--- src/rtl/quad_dac_pkg.sv ---
`timescale 1ns/1ps
// Package: shared sizes and the serial word layout for the quad converter receiver.
// Assumes four channels, a 2-bit channel field and a 16-bit code.
package quad_dac_pkg;
    localparam int QD_CODE_W  = 16;
    localparam int QD_CH_N    = 4;
    localparam int QD_ADDR_W  = $clog2(QD_CH_N);
    localparam int QD_SPARE_W = 5;
    localparam int QD_WORD_W  = QD_ADDR_W + 1 + QD_SPARE_W + QD_CODE_W;

    // Serial word as it sits in the shift register once complete.
    typedef struct packed {
        logic [QD_ADDR_W-1:0]  chan;
        logic                  bcast;
        logic [QD_SPARE_W-1:0] spare;
        logic [QD_CODE_W-1:0]  code;
    } qd_word_t;
endpackage

--- src/rtl/qd_sync.sv ---
`timescale 1ns/1ps
// qd_sync: two-flop synchronizer for a vector of independent pins.
// Assumes that each bit is unrelated to the others (no bus coherency).
// RST_VAL sets the level each bit reports during system reset.
module qd_sync #(
    parameter int               W       = 1,
    parameter logic [W-1:0]     RST_VAL = '0
) (
    input  logic         clk,
    input  logic         rst_n,
    input  logic [W-1:0] d,
    output logic [W-1:0] q
);
    logic [W-1:0] meta;

    // Two register stages per bit.
    always_ff @(posedge clk) begin
        if (!rst_n) begin
            meta <= RST_VAL;
            q    <= RST_VAL;
        end else begin
            meta <= d;
            q    <= meta;
        end
    end
endmodule

--- src/rtl/qd_rise.sv ---
`timescale 1ns/1ps
// qd_rise: rising-edge detector on a synchronized level.
// The pulse is combinational and lasts one cycle. PREV_RST should equal the idle
// level of the input so that reset release produces no false edge.
module qd_rise #(
    parameter logic PREV_RST = 1'b0
) (
    input  logic clk,
    input  logic rst_n,
    input  logic lvl,
    output logic rise
);
    logic prev;

    // Keep the previous level.
    always_ff @(posedge clk) begin
        if (!rst_n) prev <= PREV_RST;
        else        prev <= lvl;
    end

    assign rise = lvl & ~prev;
endmodule

--- src/rtl/qd_shifter.sv ---
`timescale 1ns/1ps
// qd_shifter: serial-in shift register, newest bit at bit 0.
// Assumes shift is a one-cycle pulse per serial clock edge.
module qd_shifter #(
    parameter int W = 24
) (
    input  logic         clk,
    input  logic         rst_n,
    input  logic         shift,
    input  logic         din,
    output logic [W-1:0] q
);
    // Shift one bit in per pulse.
    always_ff @(posedge clk) begin
        if (!rst_n)     q <= '0;
        else if (shift) q <= {q[W-2:0], din};
    end
endmodule

--- src/rtl/qd_bank.sv ---
`timescale 1ns/1ps
// qd_bank: per-channel input and converter registers.
// Input registers follow the code while load_en is high (addressed or broadcast).
// Converter registers take all input registers on upd. clr beats both.
module qd_bank #(
    parameter int CH_N   = 4,
    parameter int CODE_W = 16,
    parameter int ADDR_W = $clog2(CH_N)
) (
    input  logic                     clk,
    input  logic                     rst_n,
    input  logic                     clr,
    input  logic                     clr_mid,
    input  logic                     load_en,
    input  logic                     bcast,
    input  logic [ADDR_W-1:0]        addr,
    input  logic [CODE_W-1:0]        code,
    input  logic                     upd,
    output logic [CH_N*CODE_W-1:0]   in_words,
    output logic [CH_N*CODE_W-1:0]   dac_words
);
    localparam logic [CODE_W-1:0] MID_CODE = {1'b1, {(CODE_W-1){1'b0}}};

    logic [CODE_W-1:0] clr_val;
    assign clr_val = clr_mid ? MID_CODE : '0;

    for (genvar ch = 0; ch < CH_N; ch++) begin : g_ch
        logic [CODE_W-1:0] in_r;
        logic [CODE_W-1:0] out_r;
        logic              hit;

        assign hit = load_en && (bcast || addr == ADDR_W'(ch));

        // Input register: clear first, then level load.
        always_ff @(posedge clk) begin
            if (!rst_n)   in_r <= '0;
            else if (clr) in_r <= clr_val;
            else if (hit) in_r <= code;
        end

        // Converter register: clear first, then joint update.
        always_ff @(posedge clk) begin
            if (!rst_n)   out_r <= '0;
            else if (clr) out_r <= clr_val;
            else if (upd) out_r <= in_r;
        end

        assign in_words[ch*CODE_W +: CODE_W]  = in_r;
        assign dac_words[ch*CODE_W +: CODE_W] = out_r;
    end
endmodule

--- src/rtl/quad_dac_rx.sv ---
`timescale 1ns/1ps
// quad_dac_rx: serial receiver with double-buffered registers for four converter channels.
// Assumes that all pins are asynchronous and change slower than three system clocks.
// Idle pin levels at reset release: select high, load high, update and clear low.
module quad_dac_rx
    import quad_dac_pkg::*;
(
    input  logic                         clk,
    input  logic                         rst_n,
    input  logic                         cs_n_in,
    input  logic                         sclk_in,
    input  logic                         sdi_in,
    input  logic                         load_n_in,
    input  logic                         ldac_in,
    input  logic                         clr_in,
    input  logic                         clr_mid_in,
    output logic [QD_CH_N*QD_CODE_W-1:0] dac_words
);
    localparam int NPIN = 7;

    logic [NPIN-1:0]             pins_s;
    logic                        cs_s, sclk_s, sdi_s, load_n_s, ldac_s, clr_s, mid_s;
    logic                        sh_rise, upd_rise, clr_rise;
    logic [QD_WORD_W-1:0]        shift_q;
    qd_word_t                    word;
    logic [QD_CH_N*QD_CODE_W-1:0] in_words;
    logic                        unused_spare;

    qd_sync #(.W(NPIN), .RST_VAL(7'b1101000)) i_sync (
        .clk   (clk),
        .rst_n (rst_n),
        .d     ({cs_n_in, sclk_in, sdi_in, load_n_in, ldac_in, clr_in, clr_mid_in}),
        .q     (pins_s)
    );
    assign {cs_s, sclk_s, sdi_s, load_n_s, ldac_s, clr_s, mid_s} = pins_s;

    qd_rise #(.PREV_RST(1'b1)) i_sh_edge (
        .clk(clk), .rst_n(rst_n), .lvl(cs_s | sclk_s), .rise(sh_rise)
    );
    qd_rise #(.PREV_RST(1'b0)) i_upd_edge (
        .clk(clk), .rst_n(rst_n), .lvl(ldac_s), .rise(upd_rise)
    );
    qd_rise #(.PREV_RST(1'b0)) i_clr_edge (
        .clk(clk), .rst_n(rst_n), .lvl(clr_s), .rise(clr_rise)
    );

    qd_shifter #(.W(QD_WORD_W)) i_shift (
        .clk(clk), .rst_n(rst_n), .shift(sh_rise), .din(sdi_s), .q(shift_q)
    );

    assign word         = qd_word_t'(shift_q);
    assign unused_spare = ^word.spare;

    qd_bank #(.CH_N(QD_CH_N), .CODE_W(QD_CODE_W), .ADDR_W(QD_ADDR_W)) i_bank (
        .clk       (clk),
        .rst_n     (rst_n),
        .clr       (clr_rise),
        .clr_mid   (mid_s),
        .load_en   (~load_n_s),
        .bcast     (word.bcast),
        .addr      (word.chan),
        .code      (word.code),
        .upd       (upd_rise),
        .in_words  (in_words),
        .dac_words (dac_words)
    );
endmodule

--- config.mk ---
export PLATFORM = sky130hd
export DESIGN_NAME = quad_dac_rx
export DESIGN_NICKNAME = d
export VERILOG_FILES = /design/src/rtl/quad_dac_pkg.sv /design/src/rtl/qd_sync.sv /design/src/rtl/qd_rise.sv /design/src/rtl/qd_shifter.sv /design/src/rtl/qd_bank.sv /design/src/rtl/quad_dac_rx.sv
export SDC_FILE = /design/constraint.sdc
export NUM_CORES = 1
export LEC_CHECK = 0
export ABC_AREA = 1
export BUFFER_PORTS_ARGS = -buffer_cell sky130_fd_sc_hd__buf_4
export CAP_MARGIN = 20
export CELL_PAD_IN_SITES_DETAIL_PLACEMENT = 0
export CELL_PAD_IN_SITES_GLOBAL_PLACEMENT = 1
export CORE_ASPECT_RATIO = 1.5
export CORE_UTILIZATION = 48
export CTS_BUF_LIST = sky130_fd_sc_hd__clkbuf_4
export DETAILED_ROUTE_END_ITERATION = 8
export GPL_TIMING_DRIVEN = 0
export PLACE_DENSITY_LB_ADDON = 0.1
export SLEW_MARGIN = 0
export SYNTH_ARGS = -nofsm -noshare
export SYNTH_HDL_FRONTEND = slang
export SYNTH_SLANG_ARGS = --single-unit
--- constraint.sdc ---
create_clock -name clk -period 2.26 [get_ports clk]
set_input_delay 0.113 -clock clk [delete_from_list [all_inputs] [get_ports clk]]
set_output_delay 0.113 -clock clk [all_outputs]
set_load 0.1 [all_outputs]
==> flow_summary.yaml <==
clocking:
  cts.root.buffer_cell: "clkbuf_4"
  clkLatencyLatePin_ns: 0.56
  clk_path_buf_depth: 2
  cts.sinks: 169
  cts_setup_buffers: 0
  cts-buffers-inserted: 17
  cts_resized: 0
  htree_levels: 4
  clkTransAtPathRegs_ns: 0.14
  tritoncts: "yes"
worst_setup_path:
  arrival_ns: 2.11
  crit_type: "register to register"
  path_max_fanout: 10
  slowest_stage: "nor2_1"
  worstPathRequired_ns: 2.74
  start_kind: "register"
  slowest_delay_ns: 0.50
  critical_path.cell_chain: "nor2_4 -> buf_2 -> nor2_1 -> nand3_1 -> a21oi_1"
  end_kind: "register"
place:
  hpwl_um: 10800
  pre_cts_ws_ns: 0.706
  globalplace.congestion: 0.869
  buffer_ports.inserted: 72
drt:
  wl_per_cell_um: 14.4
  drtIter0Drc: 260
  routed_wl_um: 14800
  num_vias: 5313
  postRouteAntennaNets: 0
  post-route-drc-count: 0
  drt-vias-per-instance: 5.14
  drt_first_pass_iters: 5
pwr:
  ir_drop_mv: 0.399
  switching_share: 0.279
  p_clk_frac: 0.335
  finalPower_mw: 5.31
  p_int_mw: 3.83
  combPwrFrac: 0.092
  p_leak_nw: 2.77
  seqPwrFrac: 0.574
  power_density_nw_per_um2: 739
  p_sw_mw: 1.48
sta:
  skew_ns: 0.0288
  finalCriticalPeriod_ns: 1.64
  setup_ws_ns: 0.623
  timing.fmax_ghz: 0.611
  worst_slew_pin_slew_ns: 0.658
  slew_violations: 0
  finalHoldViolations: 0
  tns_ns: 0
  fin_crit_sh: 0.724
  max_slew_margin: 0.559
  setup_violations: 0
  rsz0062_at_grt: "no"
global_routing:
  grt_antenna_before_repair: 1
  grt_pass1_wl_um: 24100
  grt_overflow: 0
  grt_pass1_vias: 4983
  grtUsageTotal: 0.239
  grt_max_degree: 17
die:
  die_area_sq_um: 13100
  core_sq_um: 12400
  io_pins: 73
  fp.dieW_um: 93.9
  die_y_um: 140
  rows: 50
  start_util: 0.489
synthesis:
  ys_seq_area_frac: 0.556
  avgSynthCellArea_sq_um: 7.94
  ys.warnings.count: 0
  synthDistinctLibCells: 19
  synth_area_sq_um: 6090
  synth_cells: 766
  synth_fp_nets: 775
  ys_ff_latch: 169
finish:
  final_util: 0.577
  final_nets: 873
  syn_to_final_growth_pct: 18.1
  final_layout_size_suffix_gt1_frac: 0.173
flow_run:
  drv_cap: 0
min_path:
  hold_class: "primary input to register"
run_status:
  status: "complete, no violations"
## critical path, delay by kind of cell, from the launching register on
family	cells	cell delay, ns
AND/OR/NAND/NOR	3	0.75
buffers and inverters	1	0.19
flip-flops	1	0.43
AO/OA/AOI/OAI	1	0.18
## synthesized netlist by cell type, drive strengths merged
master	number	share of area
nor2	65	0.041
nand2	148	0.094
o21ai	58	0.048
inv	37	0.023
or2	6	0.0062
buf	26	0.025
clkbuf	29	0.018
dfxtp	169	0.56
clkinv	1	0.00062
nand3	79	0.065
a21oi	148	0.12
## flip-flops by register name (all words and copies together) (netlist names)
register	cells
i_shift.q	24
i_sync.meta	7
i_bank.g_ch.in_r	64
i_sync.q	7
i_sh_edge.prev	1
i_upd_edge.prev	1
i_clr_edge.prev	1
i_bank.g_ch.out_r	64
## metrics by stage
| step | hold slack [ns] | instances | cell area (sq um) |
|---|---|---|---|
| after global routing | 0.0389 | 1034 | 7190 |
| after global placement | 0.295 | 994 | 6820 |
| final | 0.0365 | 1034 | 7190 |
| after detailed placement | 0.298 | 994 | 6820 |
| after floorplan | 0.211 | 766 | 6090 |
| after CTS | 0.0208 | 1033 | 7180 |
## power by group through the flow
| stage | registers, mW | clock network [mW] | logic [mW] |
|---|---|---|---|
| after floorplan | 3.29 | 0 | 0.183 |
| after global placement | 3.11 | 0 | 0.472 |
| after detailed placement | 3.11 | 0 | 0.478 |
| after CTS | 3.05 | 1.81 | 0.489 |
| after global routing | 3.05 | 1.95 | 0.523 |
| final | 3.05 | 1.78 | 0.487 |
## final cells by class
| class | instances | area, sq um |
|---|---|---|
| Clock buffer | 17 | 128 |
| Tap cell | 156 | 195 |
| Fill cell | 1200 | 5260 |
| Timing Repair Buffer | 79 | 611 |
| Multi-Input combinational cell | 504 | 2300 |
| Antenna cell | 1 | 2.50 |
| Sequential cell | 169 | 3380 |
| Inverter | 38 | 143 |
| Clock inverter | 15 | 165 |
| Buffer | 55 | 260 |
## cells by family (layout without fill, tap and decap cells)
logic type,count (synthesis),count (layout),share of synthesized area
simple gates,298,298,0.207
other cells,0,1,0
compound gates,206,206,0.171
flops,169,169,0.556
buf+inv,93,204,0.0662
## worst paths after layout
| kind | startpoint | endpoint | slack, ns | cells after the start |
|---|---|---|---|---|
| min reg2reg | i_sync.meta[4] | i_sync.q[4] | 0.43 | 2 |
| max | i_clr_edge.prev | i_bank.g_ch[0].in_r[8] | 0.62 | 5 |
| min | rst_n | i_bank.g_ch[3].in_r[15] | 0.04 | 4 |
| max reg2reg | i_clr_edge.prev | i_bank.g_ch[0].in_r[8] | 0.62 | 5 |
## layout by cell type, fill, tap and decap left out
cell,n
clkinv_1,2
clkbuf_1,29
buf_6,1
inv_1,31
o21ai_2,1
nor2_4,1
nor2_1,64
inv_8,2
a21oi_2,2
a21oi_1,146
clkinvlp_4,1
clkinv_2,2
dfxtp_1,169
buf_2,19
o21ai_1,7
nand2_2,7
or2_2,6
nand3_1,79
dlygate4sd3_1,7
o21ai_0,50
diode_2,1
clkbuf_4,17
inv_2,6
bufinv_16,2
inv_6,4
clkinv_4,3
buf_4,78
nand2_1,141
## timing repair
item,in CTS,in global routing
hold endpoints to repair,7,0
hold buffers,7,0
endpoints found under the setup margin,0,0
## metal layers
layer / vias to the layer above / global-route usage / part of all wire
li1: 2717 / - / -
met1: 2452 / 0.287 / 0.43
met2: 126 / 0.413 / 0.51
met3: 18 / 0.0472 / 0.040
met4: 0 / 0.0947 / 0.020
met5: - / 0 / 0
No activity file was read; power rests on OpenSTA's default activity.
